`src/rtl/psram_pkg.sv`:
```
package psram_pkg;

  typedef enum logic [2:0] {
    PH_IDLE,
    PH_CMD,
    PH_ADDR,
    PH_DUMMY,
    PH_DATA,
    PH_END
  } phase_e;

  localparam int unsigned NUM_OPS = 4;
  localparam logic [2:0] SLOT_RD_OP = 3'd0;
  localparam logic [2:0] SLOT_WR_OP = 3'd1;
  localparam logic [2:0] SLOT_EQ_OP = 3'd2;
  localparam logic [2:0] SLOT_XQ_OP = 3'd3;
  localparam logic [2:0] SLOT_WAIT  = 3'd4;
  localparam logic [2:0] SLOT_MODE  = 3'd5;
  localparam logic [2:0] SLOT_ENTER = 3'd6;
  localparam logic [2:0] SLOT_EXIT  = 3'd7;

  localparam logic [7:0] OP_RESET [NUM_OPS] = '{8'h03, 8'h02, 8'h35, 8'hFE};

  localparam logic [4:0] WIN_DATA = 5'b00000;
  localparam logic [4:0] WIN_CFG  = 5'b00001;

endpackage

```
`src/rtl/psram_cfg.sv`:
```
module psram_cfg
  import psram_pkg::*;
#(
  parameter int unsigned WAIT_W = 4
) (
  input  logic              clk_i,
  input  logic              rst_ni,
  input  logic              we_i,
  input  logic [2:0]        slot_i,
  input  logic [31:0]       wdata_i,
  input  logic              qpi_set_i,
  input  logic              qpi_clr_i,
  output logic [7:0]        rd_op_o,
  output logic [7:0]        wr_op_o,
  output logic [7:0]        eq_op_o,
  output logic [7:0]        xq_op_o,
  output logic [WAIT_W-1:0] wait_o,
  output logic [1:0]        mode_o
);

  logic [7:0] op_q [NUM_OPS];

  for (genvar g = 0; g < NUM_OPS; g++) begin : g_op
    always_ff @(posedge clk_i or negedge rst_ni) begin
      if (!rst_ni)                                 op_q[g] <= OP_RESET[g];
      else if (we_i && slot_i == 3'(g))            op_q[g] <= wdata_i[7:0];
    end
  end

  logic [WAIT_W-1:0] wait_q;
  logic [1:0]        mode_q;

  always_ff @(posedge clk_i or negedge rst_ni) begin
    if (!rst_ni) begin
      wait_q <= '0;
      mode_q <= '0;
    end else begin
      if (we_i && slot_i == SLOT_WAIT) wait_q <= wdata_i[WAIT_W-1:0];
      if (we_i && slot_i == SLOT_MODE) mode_q <= wdata_i[1:0];
      else if (qpi_set_i)              mode_q[1] <= 1'b1;
      else if (qpi_clr_i)              mode_q[1] <= 1'b0;
    end
  end

  assign rd_op_o = op_q[SLOT_RD_OP];
  assign wr_op_o = op_q[SLOT_WR_OP];
  assign eq_op_o = op_q[SLOT_EQ_OP];
  assign xq_op_o = op_q[SLOT_XQ_OP];
  assign wait_o  = wait_q;
  assign mode_o  = mode_q;

endmodule

```
`src/rtl/psram_engine.sv`:
```
module psram_engine
  import psram_pkg::*;
#(
  parameter int unsigned DATA_W = 32,
  parameter int unsigned ADDR_W = 24,
  parameter int unsigned WAIT_W = 4
) (
  input  logic              clk_i,
  input  logic              rst_ni,
  input  logic              start_i,
  input  logic [7:0]        op_i,
  input  logic [ADDR_W-1:0] addr_i,
  input  logic              has_addr_i,
  input  logic              write_i,
  input  logic              cmd_wide_i,
  input  logic              body_wide_i,
  input  logic [WAIT_W-1:0] wait_i,
  input  logic [1:0]        size_i,
  input  logic [DATA_W-1:0] wdata_i,
  output logic              busy_o,
  output logic              done_o,
  output logic [DATA_W-1:0] rdata_o,
  output logic              sck_o,
  output logic              ce_n_o,
  input  logic [3:0]        din_i,
  output logic [3:0]        dout_o,
  output logic [3:0]        douten_o
);

  localparam int unsigned NBYTES    = DATA_W / 8;
  localparam int unsigned MAX_BEATS = (DATA_W > (1 << WAIT_W)) ? DATA_W : (1 << WAIT_W);
  localparam int unsigned CNT_W     = $clog2(MAX_BEATS + 1);
  localparam int unsigned NB_W      = $clog2(NBYTES + 1);

  phase_e              ph_q;
  logic                sck_q;
  logic [CNT_W-1:0]    cnt_q;
  logic [DATA_W-1:0]   tx_q, rx_q, wdata_q;
  logic [ADDR_W-1:0]   addr_q;
  logic                has_addr_q, write_q, cmd_wide_q, body_wide_q;
  logic [WAIT_W-1:0]   wait_q;
  logic [NB_W-1:0]     nbytes_q, nbytes_d;

  always_comb begin
    unique case (size_i)
      2'd0:    nbytes_d = NB_W'(1);
      2'd1:    nbytes_d = NB_W'(2);
      default: nbytes_d = NB_W'(4);
    endcase
  end

  // lowest byte at the top of the stream so it leaves first
  logic [DATA_W-1:0] stream;
  for (genvar b = 0; b < NBYTES; b++) begin : g_stream
    assign stream[DATA_W-1-8*b -: 8] = wdata_q[8*b +: 8];
  end

  logic [CNT_W-1:0] data_beats;
  assign data_beats = body_wide_q ? CNT_W'({nbytes_q, 1'b0}) : CNT_W'({nbytes_q, 3'b000});

  logic active, cur_wide, driving;
  assign active   = (ph_q == PH_CMD) || (ph_q == PH_ADDR) || (ph_q == PH_DUMMY) || (ph_q == PH_DATA);
  assign cur_wide = (ph_q == PH_CMD) ? cmd_wide_q : body_wide_q;
  assign driving  = (ph_q == PH_CMD) || (ph_q == PH_ADDR) || (ph_q == PH_DATA && write_q);

  always_ff @(posedge clk_i or negedge rst_ni) begin
    if (!rst_ni) begin
      ph_q        <= PH_IDLE;
      sck_q       <= 1'b0;
      cnt_q       <= '0;
      tx_q        <= '0;
      rx_q        <= '0;
      wdata_q     <= '0;
      addr_q      <= '0;
      has_addr_q  <= 1'b0;
      write_q     <= 1'b0;
      cmd_wide_q  <= 1'b0;
      body_wide_q <= 1'b0;
      wait_q      <= '0;
      nbytes_q    <= '0;
    end else if (ph_q == PH_IDLE) begin
      if (start_i) begin
        ph_q        <= PH_CMD;
        sck_q       <= 1'b0;
        cnt_q       <= cmd_wide_i ? CNT_W'(2) : CNT_W'(8);
        tx_q        <= {op_i, (DATA_W-8)'(0)};
        rx_q        <= '0;
        wdata_q     <= wdata_i;
        addr_q      <= addr_i;
        has_addr_q  <= has_addr_i;
        write_q     <= write_i;
        cmd_wide_q  <= cmd_wide_i;
        body_wide_q <= body_wide_i;
        wait_q      <= wait_i;
        nbytes_q    <= nbytes_d;
      end
    end else if (ph_q == PH_END) begin
      ph_q <= PH_IDLE;
    end else if (active) begin
      if (!sck_q) begin
        sck_q <= 1'b1;
      end else begin
        sck_q <= 1'b0;
        tx_q  <= cur_wide ? {tx_q[DATA_W-5:0], 4'b0000} : {tx_q[DATA_W-2:0], 1'b0};
        if (ph_q == PH_DATA && !write_q)
          rx_q <= body_wide_q ? {rx_q[DATA_W-5:0], din_i} : {rx_q[DATA_W-2:0], din_i[1]};
        if (cnt_q != CNT_W'(1)) begin
          cnt_q <= cnt_q - CNT_W'(1);
        end else begin
          unique case (ph_q)
            PH_CMD: begin
              if (has_addr_q) begin
                ph_q  <= PH_ADDR;
                cnt_q <= body_wide_q ? CNT_W'(ADDR_W / 4) : CNT_W'(ADDR_W);
                tx_q  <= {addr_q, (DATA_W-ADDR_W)'(0)};
              end else begin
                ph_q <= PH_END;
              end
            end
            PH_ADDR: begin
              if (!write_q && wait_q != '0) begin
                ph_q  <= PH_DUMMY;
                cnt_q <= CNT_W'(wait_q);
              end else begin
                ph_q  <= PH_DATA;
                cnt_q <= data_beats;
                tx_q  <= stream;
              end
            end
            PH_DUMMY: begin
              ph_q  <= PH_DATA;
              cnt_q <= data_beats;
              tx_q  <= stream;
            end
            default: ph_q <= PH_END;
          endcase
        end
      end
    end
  end

  always_comb begin
    rdata_o = '0;
    for (int b = 0; b < NBYTES; b++) begin
      if (b < int'(nbytes_q)) rdata_o[8*b +: 8] = rx_q[8*(int'(nbytes_q)-1-b) +: 8];
    end
  end

  assign busy_o   = (ph_q != PH_IDLE);
  assign done_o   = (ph_q == PH_END);
  assign sck_o    = sck_q;
  assign ce_n_o   = (ph_q == PH_IDLE) || (ph_q == PH_END);
  assign dout_o   = !driving ? 4'b0000 : (cur_wide ? tx_q[DATA_W-1 -: 4] : {3'b000, tx_q[DATA_W-1]});
  assign douten_o = !driving ? 4'b0000 : (cur_wide ? 4'b1111 : 4'b0001);

endmodule

```
`src/rtl/psram_front.sv`:
```
module psram_front
  import psram_pkg::*;
#(
  parameter int unsigned DATA_W = 32,
  parameter int unsigned ADDR_W = 24,
  parameter int unsigned WAIT_W = 4
) (
  input  logic              clk_i,
  input  logic              rst_ni,
  input  logic              bus_valid_i,
  input  logic              bus_write_i,
  input  logic [31:0]       bus_addr_i,
  input  logic [1:0]        bus_size_i,
  output logic [DATA_W-1:0] bus_rdata_o,
  output logic              bus_ready_o,
  // configuration side
  output logic              cfg_we_o,
  output logic [2:0]        cfg_slot_o,
  output logic              qpi_set_o,
  output logic              qpi_clr_o,
  input  logic [7:0]        rd_op_i,
  input  logic [7:0]        wr_op_i,
  input  logic [7:0]        eq_op_i,
  input  logic [7:0]        xq_op_i,
  input  logic [1:0]        mode_i,
  // engine side
  output logic              start_o,
  output logic [7:0]        op_o,
  output logic [ADDR_W-1:0] addr_o,
  output logic              has_addr_o,
  output logic              cmd_wide_o,
  output logic              body_wide_o,
  input  logic              done_i,
  input  logic [DATA_W-1:0] eng_rdata_i
);

  logic busy_q, rd_pend_q, enter_pend_q, exit_pend_q;
  logic [DATA_W-1:0] rdata_q;

  logic win_data, win_cfg, accept, cfg_wr, trig_enter, trig_exit, data_go;
  assign win_data   = (bus_addr_i[31:27] == WIN_DATA);
  assign win_cfg    = (bus_addr_i[31:27] == WIN_CFG);
  assign accept     = bus_valid_i && !busy_q;
  assign cfg_slot_o = bus_addr_i[4:2];
  assign cfg_wr     = accept && win_cfg && bus_write_i;
  assign trig_enter = cfg_wr && (cfg_slot_o == SLOT_ENTER);
  assign trig_exit  = cfg_wr && (cfg_slot_o == SLOT_EXIT);
  assign cfg_we_o   = cfg_wr && !trig_enter && !trig_exit;
  assign data_go    = accept && win_data;

  assign start_o     = data_go || trig_enter || trig_exit;
  assign has_addr_o  = data_go;
  assign addr_o      = bus_addr_i[ADDR_W-1:0];
  assign op_o        = trig_enter ? eq_op_i :
                       trig_exit  ? xq_op_i :
                       bus_write_i ? wr_op_i : rd_op_i;
  // enter-quad always one lane, leave-quad always four lanes
  assign cmd_wide_o  = trig_exit || (!trig_enter && mode_i[1]);
  assign body_wide_o = mode_i[1] || mode_i[0];

  always_ff @(posedge clk_i or negedge rst_ni) begin
    if (!rst_ni) begin
      busy_q       <= 1'b0;
      rd_pend_q    <= 1'b0;
      enter_pend_q <= 1'b0;
      exit_pend_q  <= 1'b0;
      rdata_q      <= '0;
    end else if (start_o) begin
      busy_q       <= 1'b1;
      rd_pend_q    <= data_go && !bus_write_i;
      enter_pend_q <= trig_enter;
      exit_pend_q  <= trig_exit;
    end else if (done_i) begin
      busy_q       <= 1'b0;
      rd_pend_q    <= 1'b0;
      enter_pend_q <= 1'b0;
      exit_pend_q  <= 1'b0;
      if (rd_pend_q) rdata_q <= eng_rdata_i;
    end
  end

  assign qpi_set_o   = done_i && enter_pend_q;
  assign qpi_clr_o   = done_i && exit_pend_q;
  assign bus_ready_o = !busy_q;
  assign bus_rdata_o = rdata_q;

endmodule

```
`src/rtl/psram_ctrl.sv`:
```
module psram_ctrl
  import psram_pkg::*;
#(
  parameter int unsigned DATA_W = 32,
  parameter int unsigned ADDR_W = 24,
  parameter int unsigned WAIT_W = 4
) (
  input  logic              clk_i,
  input  logic              rst_ni,
  input  logic              bus_valid_i,
  input  logic              bus_write_i,
  input  logic [31:0]       bus_addr_i,
  input  logic [1:0]        bus_size_i,
  input  logic [DATA_W-1:0] bus_wdata_i,
  output logic [DATA_W-1:0] bus_rdata_o,
  output logic              bus_ready_o,
  output logic              sck_o,
  output logic              ce_n_o,
  input  logic [3:0]        din_i,
  output logic [3:0]        dout_o,
  output logic [3:0]        douten_o
);

  logic              cfg_we, qpi_set, qpi_clr;
  logic [2:0]        cfg_slot;
  logic [7:0]        rd_op, wr_op, eq_op, xq_op, op;
  logic [WAIT_W-1:0] wait_cnt;
  logic [1:0]        mode;
  logic              start, has_addr, cmd_wide, body_wide, busy, done;
  logic [ADDR_W-1:0] addr;
  logic [DATA_W-1:0] eng_rdata;

  psram_cfg #(.WAIT_W(WAIT_W)) u_cfg (
    .clk_i     (clk_i),
    .rst_ni    (rst_ni),
    .we_i      (cfg_we),
    .slot_i    (cfg_slot),
    .wdata_i   (bus_wdata_i[31:0]),
    .qpi_set_i (qpi_set),
    .qpi_clr_i (qpi_clr),
    .rd_op_o   (rd_op),
    .wr_op_o   (wr_op),
    .eq_op_o   (eq_op),
    .xq_op_o   (xq_op),
    .wait_o    (wait_cnt),
    .mode_o    (mode)
  );

  psram_front #(.DATA_W(DATA_W), .ADDR_W(ADDR_W), .WAIT_W(WAIT_W)) u_front (
    .clk_i       (clk_i),
    .rst_ni      (rst_ni),
    .bus_valid_i (bus_valid_i),
    .bus_write_i (bus_write_i),
    .bus_addr_i  (bus_addr_i),
    .bus_size_i  (bus_size_i),
    .bus_rdata_o (bus_rdata_o),
    .bus_ready_o (bus_ready_o),
    .cfg_we_o    (cfg_we),
    .cfg_slot_o  (cfg_slot),
    .qpi_set_o   (qpi_set),
    .qpi_clr_o   (qpi_clr),
    .rd_op_i     (rd_op),
    .wr_op_i     (wr_op),
    .eq_op_i     (eq_op),
    .xq_op_i     (xq_op),
    .mode_i      (mode),
    .start_o     (start),
    .op_o        (op),
    .addr_o      (addr),
    .has_addr_o  (has_addr),
    .cmd_wide_o  (cmd_wide),
    .body_wide_o (body_wide),
    .done_i      (done),
    .eng_rdata_i (eng_rdata)
  );

  psram_engine #(.DATA_W(DATA_W), .ADDR_W(ADDR_W), .WAIT_W(WAIT_W)) u_engine (
    .clk_i       (clk_i),
    .rst_ni      (rst_ni),
    .start_i     (start),
    .op_i        (op),
    .addr_i      (addr),
    .has_addr_i  (has_addr),
    .write_i     (bus_write_i),
    .cmd_wide_i  (cmd_wide),
    .body_wide_i (body_wide),
    .wait_i      (wait_cnt),
    .size_i      (bus_size_i),
    .wdata_i     (bus_wdata_i),
    .busy_o      (busy),
    .done_o      (done),
    .rdata_o     (eng_rdata),
    .sck_o       (sck_o),
    .ce_n_o      (ce_n_o),
    .din_i       (din_i),
    .dout_o      (dout_o),
    .douten_o    (douten_o)
  );

endmodule

```
`config.mk`:
```
export PLATFORM = sky130hd
export DESIGN_NAME = psram_ctrl
export DESIGN_NICKNAME = d
export VERILOG_FILES = /design/src/rtl/psram_pkg.sv /design/src/rtl/psram_cfg.sv /design/src/rtl/psram_engine.sv /design/src/rtl/psram_front.sv /design/src/rtl/psram_ctrl.sv
export SDC_FILE = /design/constraint.sdc
export NUM_CORES = 1
export LEC_CHECK = 0
export ABC_CLOCK_PERIOD_IN_PS = 6200
export BUFFER_PORTS_ARGS = -buffer_cell sky130_fd_sc_hd__buf_4
export CAP_MARGIN = 0
export CORE_ASPECT_RATIO = 1.4
export CORE_MARGIN = 3
export CORE_UTILIZATION = 47
export CTS_CLUSTER_DIAMETER = 50
export DETAILED_ROUTE_END_ITERATION = 16
export PLACE_DENSITY = 0.76
export REMOVE_ABC_BUFFERS = 1
export SLEW_MARGIN = 20
export SYNTH_ARGS = -nofsm -noshare
export SYNTH_HDL_FRONTEND = slang
export SYNTH_SLANG_ARGS = --single-unit
```
`constraint.sdc`:
```
create_clock -name clk_i -period 6.2 [get_ports clk_i]
set_input_delay 0.31 -clock clk_i [delete_from_list [all_inputs] [get_ports clk_i]]
set_output_delay 0.31 -clock clk_i [all_outputs]
set_load 0.03 [all_outputs]
```
# == After elaboration in Yosys (flattened, before gate mapping) ==
# Index checks and enable logic that the tools add are counted.
# classes
shifts,4
bitwise_logic,1
mux,64
magnitude_cmp,4
addsub,5
n_reduce_logical,55
eq_ne,19
# ops
operator,count
32-bit 2-to-1 mux,16
32-bit by 32-bit indexed part select with 8-bit output,4
32-bit one-hot mux with 3 select lines,1
29-bit by 3-bit subtractor with 29-bit output (second input constant),2
8-bit 2-to-1 mux,7
6-bit 2-to-1 mux,9
29-bit by 2-bit subtractor with 29-bit output (second input constant),1
3-bit 2-to-1 mux,8
1-bit logical AND,21
4-bit 2-to-1 mux,5
3-bit == test (second input constant),6
6-bit one-hot mux with 3 select lines,1
1-bit 2-to-1 mux,14
3-bit by 2-bit == test with 1-bit output (second input constant),4
1-bit logical OR,9
3-bit one-hot mux with 3 select lines,1
3-bit nonzero test,3
4-bit AND reduction,2
2-bit nonzero test,4
3-bit by 1-bit == test with 1-bit output (second input constant),2
3-bit logical NOT,2
1-bit by 3-bit less-than comparator with 1-bit output (first input constant),2
2-bit by 3-bit less-than comparator with 1-bit output (first input constant),2
6-bit by 1-bit != test with 1-bit output (second input constant),1
20 further kinds,25
# totals
reg_bits,215
input_bits,74
out_inout_bits,43
wordCells,177

# == Longest topological paths before layout ==
# Gate-level depths: netlist of the first run.
# logic_depth
depth_word,11
mapped_depth,13
depth_no_buf,8

# == Hierarchy ==
# Synthesis of the first run repeated with hierarchy kept, for this count alone.
# hier_totals
cells_unflattened,1218
hier_area_um2,12004.0
# modules_own_cells
mod,instances,seq_area_each_um2,area_per_inst_um2,cells_per_inst
psram_engine,1,3528.4,8386.8,899
psram_front,1,900.9,2123.3,231
psram_cfg,1,968.4,1493.9,88

# == Least setup slack after synthesis of the first run ==
# OpenSTA, ideal clock, no wires.
# synth_timing
path_kind,reg-to-reg
startpoint,register u_engine.nbytes_q[0]
endpoint,"register u_front.rdata_q[18], in the netlist u_front.bus_rdata_o[18]"
slack_ns,2.892
stages_incl_launch_ff,14
t_required_ns,6.117
period_less_slack_ns,3.308
n_path_buf,6
setup_time_ns,0.083
t_arrival_ns,3.225
path_cell_list,dfrtp_1 clkbuf_1 inv_1 clkbuf_1 clkbuf_1 ha_1 clkbuf_1 clkbuf_1 inv_1 ha_1 or3b_2 clkbuf_1 nand2b_1 o21ai_0
# synth_between
elab_chain_cells,4
word_cells_on_any_way,5
classes_between,add/sub: 2; order compare: 1; shift: 1; mux: 1
# synth_lines
element,line_no,source
"start, declared",psram_engine.sv:42,"logic [NB_W-1:0] nbytes_q, nbytes_d;"
"start signal, assigned",psram_engine.sv:95,nbytes_q <= nbytes_d;
3-bit by 1-bit subtractor with 4-bit output,psram_engine.sv:145,if (b < int'(nbytes_q)) rdata_o[8*b +: 8] = rx_q[8*(int'(nbytes_q)-1-b) +: 8];
29-bit by 3-bit subtractor with 29-bit output,psram_engine.sv:145,
32-bit by 32-bit indexed part select with 8-bit output,psram_engine.sv:145,
8-bit 2-to-1 mux (*),psram_engine.sv:145,
"end signal, assigned",psram_front.sv:78,if (rd_pend_q) rdata_q <= eng_rdata_i;
"end, declared",psram_front.sv:38,logic [DATA_W-1:0] rdata_q;
# Every way passes the cells marked *; elsewhere a longest branch is shown, timed or not.
# A chain may end at the register's enable or synchronous reset.

# == Worst setup path after layout of the first run ==
# Ends and elaborated chain as after synthesis.

==> results.md, run 1 <==
- Commonest non-fill, non-tap cell in the layout: nand2_1
- Drt wl/cell: 18.4 µm
- Grt met3 use: 0.0323
- Post-layout min period: 4.66 ns
- CTS Buf Count: 25
- WP depth: 7
- Cell area power density: 471 mW/mm²
- Fin. Hold Viols: 0
- Mapped Avg Cell Area: 9.51 µm²
- CTS sink cnt: 215
- # diodes: 0
- Gr ovfl total: 0
- Core area: 0.0233 mm²
- Final setup fails: 0
- GPL Wtd Cong: 0.892
- IR drop worst, VDD: 344 µV
- Worst path bufs/invs: 2
- CTS tree: built
- GRT Max-Usage Layer: met2
- Worst-Skew Late Latency: 0.52 ns
- Largest fanout on the critical path: 62
- Synth cell types: 66
- Commonest non-fill, non-tap cells in the layout: nand2_1 (305), dfrtp_1 (199), buf_4 (124)
- DPL Wire Length: 18,800 µm
- FF-to-FF path depth: 7
- Final wirelength: 29,300 µm
- First-pass GRT wire length: 47,400 µm
- M1 GR Usage: 0.289
- Vias in the first global route: 9,380
- Max cap viols: 0
- IO buf count: 113
- Max-slew headroom: 0.152
- P&R area growth vs syn: 19.8%
- Final Net Count: 1,354
- Synth async-reset ratio: 1.00
- Period utilization: 0.752
- Routed Antenna Nets: 0
- Remaining design rule violation count: 0
- Delay-heaviest family, CP: adder cells
- Max Fclk: 0.214 GHz
- Leakage power: 0.00639 µW
- Setup_tns: 0 ns
- First-pass DRT Iterations: 5
- I/O Pins: 117
- DR iter-0 viols: 590
- Worst Clk Skew: 0.0129 ns
- Hold depth: 3
- Via density: 5.83
- Worst path cell trace: inv_1 > ha_1 > inv_1 > ha_1 > or3b_2 > nand2b_1 > o21ai_0
- Deepest clock path buffer count: 3
- Post-Syn Area: 0.0111 mm²
- Global-route met2 utilization: 0.385
- Site row count: 66
- Htree depth: 1
- Cell area after placement: 0.0122 mm²
- Cells after Synth: 1,172
- HP Class: input pin to flip-flop
- Critical path's slowest cell: ha_1
- Fraction of layout cells with a size suffix above 1: 0.210
- Overall die height: 188 µm
- Predominant post-synthesis flop cell: dfrtp_1
- Clk root buf: clkbuf_16
- Design area: 0.0134 mm²
- Reg clk slew, reported paths: 0.06 ns
- Run status: complete, no violations
- Post-synthesis sequential area ratio: 0.484
- Power Total: 6280 µW
- Starting Density: 0.479
- Vias post-DR: 9,311
- Worst setup SP type: flip-flop
- FF+latch count, synth: 215
- Largest net degree at the start of global routing: 140
- Die Wd: 136 µm
- Slew @ Worst Pin: 1.24 ns
- Initial antenna violation count: 0
- Resized Gates After CTS: 0
- YS warnings: 0
- RSZ-0062 raised after global routing: no
- Die area: 0.0256 mm²
- Post-synth EDFFs: 0
- Crit path DAT: 5.09 ns
- CP peak stage delay: 1.13 ns
- CP Capture Type: flip-flop
- WS Path Type: flip-flop to flip-flop
- All-layer global routing usage: 0.226
- Max Slew Vio Count: 0
- WP data required: 6.62 ns
synthesized netlist by cell type, types with 5 or more instances:
cell         n  share of area
a2111oi_0    7         0.0055
a211oi_1     7         0.0047
a21oi_1     51          0.023
a221oi_1    23          0.018
a22o_1      12         0.0094
a22oi_1      7         0.0047
a311oi_1     7         0.0055
a32oi_1      6         0.0047
and2_1       7         0.0039
and3_1       7         0.0039
buf_1        5         0.0017
buf_2        5         0.0022
clkbuf_1    78          0.026
dfrtp_1    201           0.45
dfstp_2     14          0.033
ha_1         8         0.0090
inv_1       11         0.0037
mux2_2      57          0.058
mux2i_1     61          0.055
mux4_2       8          0.016
nand2_1    305           0.10
nand2b_1    12         0.0067
nand3_1     24          0.011
nand4_1      5         0.0028
nor2_1      27         0.0091
nor2b_1     10         0.0056
nor3_1       7         0.0031
nor3b_1      5         0.0034
o211ai_1     5         0.0034
o21ai_0    115          0.052
o31ai_1     13         0.0088
or3_1        5         0.0028
state kept, by name (all words and copies together), names as in the netlist, 2 cells and up:
signal / count
u_cfg.eq_op_o: 8
u_cfg.mode_o: 2
u_cfg.rd_op_o: 8
u_cfg.wait_o: 4
u_cfg.wr_op_o: 8
u_cfg.xq_op_o: 8
u_engine.addr_q: 24
u_engine.cnt_q: 6
u_engine.nbytes_q: 3
u_engine.ph_q: 3
u_engine.rx_q: 32
u_engine.tx_q: 32
u_engine.wait_q: 4
u_engine.wdata_q: 32
u_front.bus_rdata_o: 32
tightest hold or removal path, delay by kind of cell:
family	cells	cell delay, ns
AO/OA/AOI/OAI	1	0.06
AND/OR/NAND/NOR	1	0.04
buffers and inverters	1	0.09
cell type report:
type / instances / area, µm²
multi-input cells: 854 / 5370
clock buffers: 32 / 682
clock inverters: 14 / 123
well taps: 306 / 383
inverters: 11 / 41.3
fillers: 2015 / 9940
repair buffers: 165 / 1360
flip-flops and latches: 215 / 5400
power breakdown:
group | internal (µW) | switching (µW)
sequential | 1810 | 572
clock | 829 | 608
combinational | 1100 | 1360
cell families after synthesis:
group	after synthesis	share of synthesized area
AOI/OAI and AO/OA	279	0.161
xor gates and xnor gates	3	0.00236
adders and majority gates	8	0.00898
buffers and inverters	103	0.0369
DFF	215	0.484
muxes	131	0.135
and+or+nand+nor	433	0.171
layer usage:
layer | vias up | wire length [µm] | part of all wire
met3 | 69 | 1770 | 0.060
met4 | 0 | 974 | 0.033
met2 | 340 | 14900 | 0.51
li1 | 4348 | - | -
met1 | 4554 | 11700 | 0.40
met5 | - | 0 | 0
path summary, 6_finish.rpt:
check,slack [ns],endpoint,startpoint
setup reg to reg,1.54,u_front.bus_rdata_o[18],u_engine.nbytes_q[0]
min in group asynchronous,0.34,u_front.bus_rdata_o[16],rst_ni
setup / recovery,1.54,u_front.bus_rdata_o[18],u_engine.nbytes_q[0]
max in group asynchronous,4.68,u_engine.wdata_q[26],rst_ni
hold reg to reg,0.48,u_engine.wdata_q[24],u_engine.wdata_q[24]
hold / removal,0.009,u_engine.nbytes_q[2],bus_size_i[1]
stage by stage:
stage / util / setup slack, ns / cells / hold slack (ns)
after detailed placement: 0.522 / 1.65 / 1512 / 0.363
after CTS: 0.573 / 1.58 / 1597 / 0.000979
final: 0.573 / 1.54 / 1597 / 0.00921
after global placement: 0.522 / 1.80 / 1512 / 0.364
after global routing: 0.573 / 1.23 / 1597 / 0.00330
after floorplan: - / 0.911 / 1080 / 0.0144
repair_timing:
item	4_1_cts	5_1_grt
hold endpoints to repair	114	0
buffers inserted	0	0
hold buffers	39	0
No activity file was read; power rests on OpenSTA's default activity.
==> run 2: changes to the inputs <==
--- a/config.mk
+++ b/config.mk
@@ -5,7 +5,8 @@
 export SDC_FILE = /design/constraint.sdc
 export NUM_CORES = 1
 export LEC_CHECK = 0
-export ABC_CLOCK_PERIOD_IN_PS = 6200
+export ABC_AREA = 1
+export ABC_CLOCK_PERIOD_IN_PS = 4200
 export BUFFER_PORTS_ARGS = -buffer_cell sky130_fd_sc_hd__buf_4
 export CAP_MARGIN = 0
 export CORE_ASPECT_RATIO = 1.4
@@ -13,7 +14,7 @@
 export CORE_UTILIZATION = 47
 export CTS_CLUSTER_DIAMETER = 50
 export DETAILED_ROUTE_END_ITERATION = 16
-export PLACE_DENSITY = 0.76
+export PLACE_DENSITY = 0.78
 export REMOVE_ABC_BUFFERS = 1
 export SLEW_MARGIN = 20
 export SYNTH_ARGS = -nofsm -noshare
==> constraint.sdc (replaced) <==
create_clock -name clk_i -period 4.2 [get_ports clk_i]
set_input_delay 0.21 -clock clk_i [delete_from_list [all_inputs] [get_ports clk_i]]
set_output_delay 0.21 -clock clk_i [all_outputs]
set_load 0.03 [all_outputs]
==> results.md, run 2 <==
- Starting Density: 0.484 (was 0.479)
- Vias post-DR: 10,810 (was 9,311)
- Drt wl/cell: 15.7 µm (was 18.4 µm)
- Worst Setup SP: u_engine.nbytes_q[0] (unchanged)
- Simple-gate area share of the yosys netlist: 0.267 (was 0.171)
- Htree depth: 1 (unchanged)
- Crit path DAT: 3.46 ns (was 5.09 ns)
- Vias in the first global route: 10,771 (was 9,380)
- Largest cells by area after synthesis: dfrtp_1 (44%), nand2_1 (19%), o21ai_0 (6.1%), inv_1 (5.1%), nand3_1 (3.6%) (was dfrtp_1 (45%), nand2_1 (10%), mux2_2 (5.8%), mux2i_1 (5.5%), o21ai_0 (5.2%))
- Largest net degree at the start of global routing: 111 (was 140)
- Cell taking the most area after synthesis: dfrtp_1 (unchanged)
- Synth Area in Adders: 0.00876 (was 0.00898)
- Die area: 0.0262 mm² (was 0.0256 mm²)
- Fraction of layout cells with a size suffix above 1: 0.124 (was 0.210)
- IO buf count: 113 (unchanged)
- Cell area power density: 682 mW/mm² (was 471 mW/mm²)
- P&R area growth vs syn: 21.4% (was 19.8%)
- Synth cell types: 36 (was 66)
- Run status: complete, no violations (unchanged)
- Commonest non-fill, non-tap cell in the layout: nand2_1 (unchanged)
- Post-Syn Area: 0.0114 mm² (was 0.0111 mm²)
- Final wirelength: 31,700 µm (was 29,300 µm)
- Post-synth top area share: 0.440 (was 0.451)
- Post-synthesis sequential area ratio: 0.472 (was 0.484)
- CTS Buf Count: 24 (was 25)
- Mux cell area share after synthesis: 0.0105 (was 0.135)
- FF+latch count, synth: 215 (unchanged)
- YS warnings: 0 (unchanged)
- Post-synth EDFFs: 0 (unchanged)
- Routed Antenna Nets: 0 (unchanged)
- WP data required: 4.64 ns (was 6.62 ns)
- Multi-input logic area: 0.00506 mm² (was 0.00537 mm²)
- CTS sink cnt: 215 (unchanged)
- Remaining design rule violation count: 0 (unchanged)
- Post-layout min period: 3.02 ns (was 4.66 ns)
- Worst Clk Skew: 0.0165 ns (was 0.0129 ns)
- Period utilization: 0.719 (was 0.752)
- Gr ovfl total: 0 (unchanged)
- HP Class: input pin to flip-flop (unchanged)
- IR drop worst, VDD: 578 µV (was 344 µV)
- All-layer global routing usage: 0.246 (was 0.226)
- Most common library cells after synthesis: nand2_1 (584), dfrtp_1 (201), inv_1 (154) (was nand2_1 (305), dfrtp_1 (201), o21ai_0 (115))
- CP Capture Type: flip-flop (unchanged)
- Die Wd: 138 µm (was 136 µm)
- Synth async-reset ratio: 1.00 (unchanged)
- DR iter-0 viols: 741 (was 590)
- Design area: 0.0139 mm² (was 0.0134 mm²)
- Slew @ Worst Pin: 1.04 ns (was 1.24 ns)
- Clk root buf: clkbuf_16 (unchanged)
- Min setup slack post-route: 1.18 ns (was 1.54 ns)
- Worst setup SP type: flip-flop (unchanged)
- Core area: 0.0236 mm² (was 0.0233 mm²)
- Most frequent cell after synthesis: nand2_1 (unchanged)
- Initial antenna violation count: 0 (unchanged)
- Synth Area in Compound Gates: 0.153 (was 0.161)
- Largest fanout on the critical path: 26 (was 62)
- Cells after Synth: 1,565 (was 1,172)
- Post-layout utilization of the core: 0.587 (was 0.573)
- Final Net Count: 1,778 (was 1,354)
- RR Startpoint: u_engine.nbytes_q[0] (unchanged)
- Commonest non-fill, non-tap cells in the layout: nand2_1 (582), dfrtp_1 (200), inv_1 (154) (was nand2_1 (305), dfrtp_1 (199), buf_4 (124))
- Reg clk slew, reported paths: 0.06 ns (about the same)
- Fill cells: 2,139 (was 2,015)
- Setup_tns: 0 ns (unchanged)
- Max-slew headroom: 0.302 (was 0.152)
- First-pass DRT Iterations: 5 (unchanged)
- GPL Wtd Cong: 0.911 (was 0.892)
- I/O Pins: 117 (unchanged)
- Overall die height: 191 µm (was 188 µm)
- Fin. Hold Viols: 0 (unchanged)
- Worst-Skew Late Latency: 0.52 ns (about the same)
- Leakage power: 0.00704 µW (was 0.00639 µW)
- First-pass GRT wire length: 52,600 µm (was 47,400 µm)
- CTS tree: built (unchanged)
- Final setup fails: 0 (unchanged)
- Max Fclk: 0.331 GHz (was 0.214 GHz)
- Largest family of logic cells by synthesized area: simple AND/OR/NAND/NOR gates (unchanged)
- WS Path Type: flip-flop to flip-flop (unchanged)
- Hold Crit Start: bus_addr_i[2] (was bus_size_i[1])
- Max Slew Vio Count: 0 (unchanged)
- Reg area: 0.00540 mm² (about the same)
- DP Worst Slack: 1.20 ns (was 1.65 ns)
- Deepest clock path buffer count: 3 (unchanged)
- DPL Wire Length: 21,100 µm (was 18,800 µm)
- Max cap viols: 0 (unchanged)
- Mapped Avg Cell Area: 7.30 µm² (was 9.51 µm²)
- XOR/XNOR share of the synthesized area: 0.00307 (was 0.00236)
- RSZ-0062 raised after global routing: no (unchanged)
- Cell area after placement: 0.0124 mm² (was 0.0122 mm²)
- Site row count: 66 (unchanged)
- Predominant post-synthesis flop cell: dfrtp_1 (unchanged)
- Via density: 5.35 (was 5.83)
- Resized Gates After CTS: 0 (unchanged)
-- run 2: report_power, final --
group	total (µW)	switching, µW	internal (µW)
combinational	4120	2800	1320
clock	2170	880	1290
sequential	3170	488	2690
-- run 2: worst max-delay path, stage by stage (launching register included) --
cell and delay [ns]:
dfrtp_2 0.40, inv_1 0.05, buf_4 0.24, ha_1 0.29, buf_4 0.23, xnor2_1 0.72
inv_1 0.51, o211ai_1 0.21, nand3_1 0.13, o21ai_1 0.17
-- run 2: kinds of logic after synthesis --
family | after synthesis
adder cells (fa/ha/maj) | 8
AND/OR/NAND/NOR | 759
multiplexers | 12
flip-flops | 215
XOR/XNOR | 4
AO/OA/AOI/OAI | 319
buffers and inverters | 248
-- run 2: metal layers --
metal	track usage	vias up	share of wire
met3	0.0293	84	0.046
met5	0	-	0
met1	0.296	5111	0.40
met2	0.436	326	0.51
li1	-	5289	-
met4	0.107	0	0.047
-- run 2: final timing paths --
check                                     endpoint  slack (ns)  cells after the start
min reg2reg                     u_engine.wait_q[3]        0.48                      2
max                        u_front.bus_rdata_o[30]        1.18                      9
max in group asynchronous      u_engine.addr_q[17]        2.98                      3
max reg2reg                u_front.bus_rdata_o[30]        1.18                      9
min                             u_engine.addr_q[2]        0.03                      3
min in group asynchronous  u_front.bus_rdata_o[13]        0.25                      2
-- run 2: per-stage QoR --
stage / total power, µW / instances / hold slack, ns
floorplan: 5850 / 1483 / -0.0856
CTS: 9460 / 2020 / 0.00941
global route: 10200 / 2020 / 0.0348
finish: 9470 / 2021 / 0.0318
global placement: 7100 / 1915 / 0.256
detailed placement: 7210 / 1915 / 0.267
-- run 2: repair_timing --
| item | CTS | global route |
|---|---|---|
| hold buffers | 61 | 0 |
| buffers inserted | 0 | 0 |
| endpoints found under the hold margin | 158 | 0 |
-- run 2: cell type report --
cell class              count  area share
well taps                 306      0.0276
multi-input cells        1102       0.364
diodes                      1    0.000180
inverters                 166      0.0449
clock buffers              31      0.0496
repair buffers            187       0.114
flip-flops and latches    215       0.389
clock inverters            13     0.00965
